File: config.mk
export PLATFORM = sky130hd
export DESIGN_NAME = memdec_trap
export DESIGN_NICKNAME = d
export VERILOG_FILES = /design/src/rtl/memdec_trap.sv
export SDC_FILE = /design/constraint.sdc
export NUM_CORES = 2
export LEC_CHECK = 0
export ABC_AREA = 1
export ABC_CLOCK_PERIOD_IN_PS = 6300
export BUFFER_PORTS_ARGS = -buffer_cell sky130_fd_sc_hd__buf_2
export CAP_MARGIN = 30
export CORE_MARGIN = 2
export CORE_UTILIZATION = 50
export DETAILED_ROUTE_END_ITERATION = 12
export PLACE_DENSITY = 0.66
export SYNTH_ARGS = -nofsm -noshare
export SYNTH_HDL_FRONTEND = slang
export SYNTH_SLANG_ARGS = --single-unit
export TNS_END_PERCENT = 5
File: constraint.sdc
create_clock -name clk -period 6.3 [get_ports clk]
set_input_delay 0.63 -clock clk [delete_from_list [all_inputs] [get_ports clk]]
set_output_delay 0.63 -clock clk [all_outputs]
set_load 0.02 [all_outputs]
File: src/rtl/memdec_trap.sv
module memdec_trap #(
  parameter int          ROM_MIN_LG = 12,
  parameter int          ROM_MAX_LG = 19,
  parameter int          RAM_MIN_LG = 18,
  parameter int          RAM_MAX_LG = 22,
  parameter int          BLK_LG     = 12,
  parameter logic [31:0] RAM_BASE   = 32'h0200_0000,
  parameter logic [31:0] WIN_BASE   = 32'h01F8_0000
) (
  input  logic        clk,
  input  logic        rst_n,
  input  logic        acc_valid,
  input  logic        acc_write,
  input  logic [31:0] acc_addr,
  input  logic [31:0] acc_wdata,
  output logic        sel_rom,
  output logic        sel_ram,
  output logic        sel_reg,
  output logic [31:0] reg_rdata,
  output logic        trap,
  output logic [31:0] trap_addr
);

  localparam int         WIN_WORDS = 64;
  localparam int         SEG_W     = RAM_MAX_LG - BLK_LG;
  localparam logic [5:0] CTRL_IDX  = 6'd0;
  localparam logic [5:0] CFG_IDX   = 6'd4;
  localparam logic [5:0] SEG0_IDX  = 6'd8;
  localparam logic [5:0] SEG1_IDX  = 6'd9;
  localparam logic [5:0] FFAR_IDX  = 6'd12;
  localparam int         PROT_BIT  = 3;

  logic [31:0]           regs [WIN_WORDS];
  logic [31:0]           ffar;
  logic                  ffar_held;
  logic                  trap_q;
  logic [5:0]            rom_lg, ram_lg;
  logic                  in_rom, in_ram, in_win;
  logic                  seg0_ok, seg1_ok, deny, fault;
  logic [31:0]           rd_word;

  wire [5:0]             widx    = acc_addr[7:2];
  wire [2:0]             rom_code = regs[CFG_IDX][2:0];
  wire [2:0]             ram_code = regs[CFG_IDX][10:8];
  wire [RAM_MAX_LG-1:0]  ram_off  = acc_addr[RAM_MAX_LG-1:0];
  wire [SEG_W-1:0]       blk      = acc_addr[RAM_MAX_LG-1:BLK_LG];
  wire                   prot_on  = regs[CTRL_IDX][PROT_BIT];

  always_comb begin
    rom_lg = 6'(ROM_MIN_LG) + 6'(rom_code);
    if (rom_lg > 6'(ROM_MAX_LG)) rom_lg = 6'(ROM_MAX_LG);
    ram_lg = 6'(RAM_MIN_LG) + 6'(ram_code);
    if (ram_lg > 6'(RAM_MAX_LG)) ram_lg = 6'(RAM_MAX_LG);
  end

  assign in_rom = (acc_addr >> rom_lg) == 32'd0;
  assign in_ram = (acc_addr[31:RAM_MAX_LG] == RAM_BASE[31:RAM_MAX_LG]) &&
                  ((ram_off >> ram_lg) == '0);
  assign in_win = acc_addr[31:8] == WIN_BASE[31:8];

  assign seg0_ok = (blk >= regs[SEG0_IDX][SEG_W-1:0]) &&
                   (blk <= regs[SEG0_IDX][16+SEG_W-1:16]);
  assign seg1_ok = (blk >= regs[SEG1_IDX][SEG_W-1:0]) &&
                   (blk <= regs[SEG1_IDX][16+SEG_W-1:16]);

  assign deny  = prot_on && acc_write && in_ram && !(seg0_ok || seg1_ok);
  assign fault = acc_valid && (!(in_rom || in_ram || in_win) || deny);

  assign sel_rom = acc_valid && in_rom && !fault;
  assign sel_ram = acc_valid && in_ram && !fault;
  assign sel_reg = acc_valid && in_win;

  always_comb begin
    if (widx == CTRL_IDX)      rd_word = {28'd0, prot_on, 3'd0};
    else if (widx == FFAR_IDX) rd_word = ffar;
    else                       rd_word = regs[widx];
  end

  assign reg_rdata = (sel_reg && !acc_write) ? rd_word : 32'd0;
  assign trap      = trap_q;
  assign trap_addr = ffar;

  always_ff @(posedge clk) begin
    if (!rst_n) begin
      for (int i = 0; i < WIN_WORDS; i++) regs[i] <= 32'd0;
      ffar      <= 32'd0;
      ffar_held <= 1'b0;
      trap_q    <= 1'b0;
    end else begin
      trap_q <= fault;
      if (sel_reg && acc_write) begin
        regs[widx] <= acc_wdata;
        if (widx == FFAR_IDX) begin
          ffar      <= acc_wdata;
          ffar_held <= 1'b0;
        end
      end
      if (fault && !ffar_held) begin
        ffar      <= acc_addr;
        ffar_held <= 1'b1;
      end
    end
  end

endmodule


Yosys cells after proc, flatten, opt, wreduce, memory -nomap -nowiden
Memory sizes are Yosys's and may differ from the RTL's.
Index checks and enable logic that the tools add are counted.
{"block": "totals", "reg_bits": 34, "ram_bits": 2048, "in_bits": 68, "output_inout_bits": 68, "word_cells": 66, "memories": 1}
{"block": "classes", "add_sub_neg": 2, "magnitude_cmp": 6, "eq_ne": 3, "n_shift": 2, "n_mux": 18, "reduce_logical": 31}
{"memory": "regs", "words": 64, "width": 32, "read_ports": 5, "rd_ports_with_merged_regs": 0, "wr": 64, "line": "33", "text": "logic [31:0] regs [WIN_WORDS];"}
{"op": "32-bit two-way mux", "n": 7}
{"op": "32-bit zero test", "n": 1}
{"op": "32-bit OR reduction", "n": 1}
{"op": "32-bit by 6-bit >> shifter with 32-bit output", "n": 1}
{"op": "24-bit by 17-bit == test with 1-bit output, second input constant", "n": 1}
{"op": "22-bit zero test", "n": 1}
{"op": "22-bit by 6-bit >> shifter with 22-bit output", "n": 1}
{"op": "10-bit greater-or-equal comparator", "n": 2}
{"op": "10-bit less-or-equal comparator", "n": 2}
{"op": "1-bit logical AND", "n": 15}
{"op": "6-bit two-way mux", "n": 2}
{"op": "10-bit by 4-bit == test with 1-bit output, second input constant", "n": 1}
{"op": "1-bit two-way mux", "n": 8}
{"op": "5-bit by 3-bit adder with 6-bit output, first input constant", "n": 1}
{"op": "6-bit by 4-bit == test with 1-bit output, second input constant", "n": 1}
{"op": "6-bit by 5-bit > comparator with 1-bit output, second input constant", "n": 1}
{"op": "6-bit zero test", "n": 1}
{"op": "4-bit by 3-bit adder with 5-bit output, first input constant", "n": 1}
{"op": "5-bit > comparator, second input constant", "n": 1}
{"op": "1-bit zero test", "n": 5}
{"op": "5-bit two-way mux", "n": 1}
{"op": "1-bit logical OR", "n": 4}
{"op": "2-bit nonzero test", "n": 2}
{"op": "2-bit AND reduction", "n": 1}

Logic depth before layout (Yosys ltp)
An unclocked memory read counts as a cell.
{"block": "depth", "depth_word": 15, "mapped_depth": 18, "ltp_nobuf": 16}

Worst setup path after synthesis
No wires, ideal clock.
{"block": "synth_path", "path_kind": "in2reg", "from": "input acc_addr[30]", "to": "memory regs[16][0] (enable)", "setup_time_ns": 0.389, "arrival_time_ns": 2.888, "required_time_ns": 5.911, "path_slack_ns": 3.023, "path_stages": 10, "n_path_buf": 1, "path_cell_list": "nor2_1 > nand3_1 > nor2_1 > nand4_1 > nor2_4 > nand3_2 > nor2_2 > nand2_1 > clkbuf_1 > nand2_1"}
{"item": "start: declaration", "line": "14", "text": "input logic [31:0] acc_addr,"}
{"item": "end: declaration", "line": "33"}

Worst setup path after layout
{"block": "layout_path", "from": "input acc_addr[4]", "to": "output reg_rdata[13]"}
{"block": "layout_between", "elab_chain_len": 4, "elab_cells_between_ends": 6, "cone_classes": "1 x eq/ne; 3 x mux; 1 x reduce/logical; 1 x memory"}
{"item": "memory read 64 x 32 bit or 6-bit by 4-bit == test with 1-bit output (tied branches)"}
{"item": "32-bit two-way mux", "line": "75", "text": "else if (widx == FFAR_IDX) rd_word = ffar;"}
{"item": "32-bit two-way mux (*)", "line": "74", "text": "if (widx == CTRL_IDX) rd_word = {28'd0, prot_on, 3'd0};"}
{"item": "32-bit two-way mux (*)", "line": "79", "text": "assign reg_rdata = (sel_reg && !acc_write) ? rd_word : 32'd0;"}
{"item": "end: declaration", "line": "19", "text": "output logic [31:0] reg_rdata,"}
Every way passes the cells marked *; elsewhere a longest branch is shown, timed or not.

==> run metrics <==
placed cell count 10302; Primary FF master, synth edfxtp_1; largest net degree at the start of global routing 95; initial antenna violation count 19; #FFs+latches synth 2060; CTS tree done; min Tclk post-route 5.50 ns; core area 0.176 mm2; area grow syn2layout 12.2%; LEAKAGE 37.6 nW; relative slew slack 0.172; RSZ-0062 raised after global routing false; Filler Cells Inserted 14391; Worst Path Required 5.67 ns; drc violations 0; critical path type in -> out; Post-synth EDFFs 2026; crit path launch type primary input; first-pass GRT wire length 462 mm; root buf cell clkbuf_16; dpl hpwl 197 mm; pwr dens 303 mW/mm2; Via density 6.34; Rows 154; final wirelength 328 mm; Hold Path Class in -> reg; Synth area leaders edfxtp_1, nor2_1, nand2_1; top-count cell post-synth nor2_1; CTS Buffer Depth 3; cts repair resizes 0; GPL Wtd Cong 1.01; worst-path maximum fanout 17; Net Sw Frac 0.243; H-tree Lvls 4; Syn Nets 8295; # IOs 136; power share of the clock group 0.397; Synth area leader edfxtp_1; Worst Path Arrival 4.87 ns; Setup Buffers After CTS 0; cell internal pwr 22.8 mW; synthesized cell area 0.0885 mm2; vias in the first global route 63245; CTS Hold Bufs 0; worst slack, placed 1.08 ns; Crit path largest cell delay 0.98 ns; crit path cell chain buf_2 > inv_1 > nor2_2 > nand2_2 > nor2_4 > inv_1 > o21ai_0 > a21oi_1 > buf_2; number of port buffers 135; Die Wd 425 um; Gate Count Post-Synth 8183; total negative slack 0 ns; Comb power frac 0.074; die height 425 um; DR iter-0 viols 11614; Max Fclk 182 MHz; worst-margin pin slew 1.23 ns; DR vias 67807; Setup WS post-layout 0.795 ns; worst hold slack 0.0919 ns; Finish-stage setup viols 0; fin. max-slew vios 0; sequential fraction of the synthesis area 0.695; Slowest-stage cell, CP o21ai_0; GR Util All Layers 0.359; antenna-violating nets left 0; GRT overflow 0; routed len/inst 30.7 um; ys async rst share 0; Tcrit/Tclk final 0.874; Crit. End Element primary output; die area 0.180 mm2; Synth cell types 43; share of layout cells above drive strength 1 0.0967; Final nets 8291; Initial Utilization 0.503; Hold Fails Final Rpt 0; Finished Layout Cells 10695; Mean Syn Cell Area 10.8 um2; TritonCTS buffer count 202; skew final 0.0181 ns; Reg clk slew, reported paths 0.06 ns; Pre-Repair DR Iteration Count 7; Worst IR Drop VDD 0.000320 V; post-synth top area share 0.688; CTS Sinks 2060; most frequent cells after synthesis nor2_1, edfxtp_1, nand2_1, clkbuf_1, buf_2; Seq pwr share 0.529; Clock Latency Late Sink 0.89 ns; Max-cap violations 0; P_sw 7.32 mW; outcome completed; yosys warns 0
-- layer usage --
layer,track usage,part of all wire
met3,0.112,0.15
met1,0.470,0.35
met2,0.522,0.43
met5,0,0.00034
met4,0.220,0.072
-- final timing paths --
path                                endpoint  depth (start not counted)  slack, ns                       start
hold / removal    trap_addr[11]$_SDFFE_PN0P_                          5       0.09               acc_wdata[11]
setup / recovery               reg_rdata[13]                          9       0.80                 acc_addr[4]
setup reg to reg   trap_addr[4]$_SDFFE_PN0P_                         14       2.50    regs[4][9]$_SDFFCE_PN0P_
hold reg to reg   trap_addr[25]$_SDFFE_PN0P_                          2       0.50  trap_addr[25]$_SDFFE_PN0P_
-- layout make-up --
| cell class | count | area (um2) | share of cell area |
|---|---|---|---|
| Sequential cell | 2060 | 61500 | 0.620 |
| Multi-Input combinational cell | 5202 | 23300 | 0.235 |
| Clock buffer | 245 | 5240 | 0.0528 |
| Timing Repair Buffer | 464 | 4080 | 0.0411 |
| Tap cell | 2340 | 2930 | 0.0295 |
| Clock inverter | 119 | 1160 | 0.0117 |
| Inverter | 249 | 980 | 0.00987 |
| Antenna cell | 16 | 40.0 | 0.000403 |
-- cells by family after synthesis --
group,synth area share
fa+ha+maj,0.00622
flops,0.695
simple gates,0.196
buf+inv,0.0425
compound gates,0.0603
-- worst max-delay path, delay by kind of cell --
family	cells	cell delay, ns
and+or+nand+nor	3	1.71
buffers and inverters	4	1.10
AOI/OAI and AO/OA	2	1.39
-- cells in the final DEF, fill, tap and decap left out, types with 5 or more instances in the layout --
cell	n
a21oi_1	145
a221oi_1	126
a22o_1	72
a22oi_1	193
and3_1	15
buf_12	55
buf_16	13
buf_2	141
buf_4	252
bufinv_16	16
clkbuf_1	42
clkbuf_16	203
clkinv_1	57
clkinv_16	5
clkinv_2	30
clkinv_8	6
dfxtp_1	34
diode_2	16
edfxtp_1	2026
ha_1	44
inv_1	209
inv_2	33
inv_8	6
nand2_1	1771
nand2_2	15
nand3_1	135
nand4_1	219
nor2_1	2203
nor2_2	7
nor2_4	5
nor3_1	7
nor3_2	6
o2111ai_1	36
o211ai_1	7
o21ai_0	134
o21ai_1	6
o31ai_1	18
-- power groups by stage --
stage | clock network [mW] | registers, mW | logic [mW]
6_report | 11.9 | 15.9 | 2.23
5_1_grt | 12.4 | 16.0 | 2.29
4_1_cts | 11.9 | 15.9 | 2.12
3_5_place_dp | 0 | 16.2 | 2.12
3_3_place_gp | 0 | 16.2 | 2.08
2_1_floorplan | 0 | 16.2 | 1.04
-- sequential cells by signal, indices dropped and copies added, names as in the netlist --
| name | count |
|---|---|
| trap_addr | 32 |
| trap | 1 |
| regs | 2026 |
| ffar_held | 1 |
-- stage by stage --
stage | util | instance area (um2) | total power [mW]
CTS | 0.562 | 98900 | 29.9
finish | 0.564 | 99300 | 30.1
detailed placement | 0.526 | 92500 | 18.3
global route | 0.564 | 99200 | 30.7
global placement | 0.524 | 92200 | 18.3
floorplan | - | 88500 | 17.2
Power figures use the tool's default switching activity.
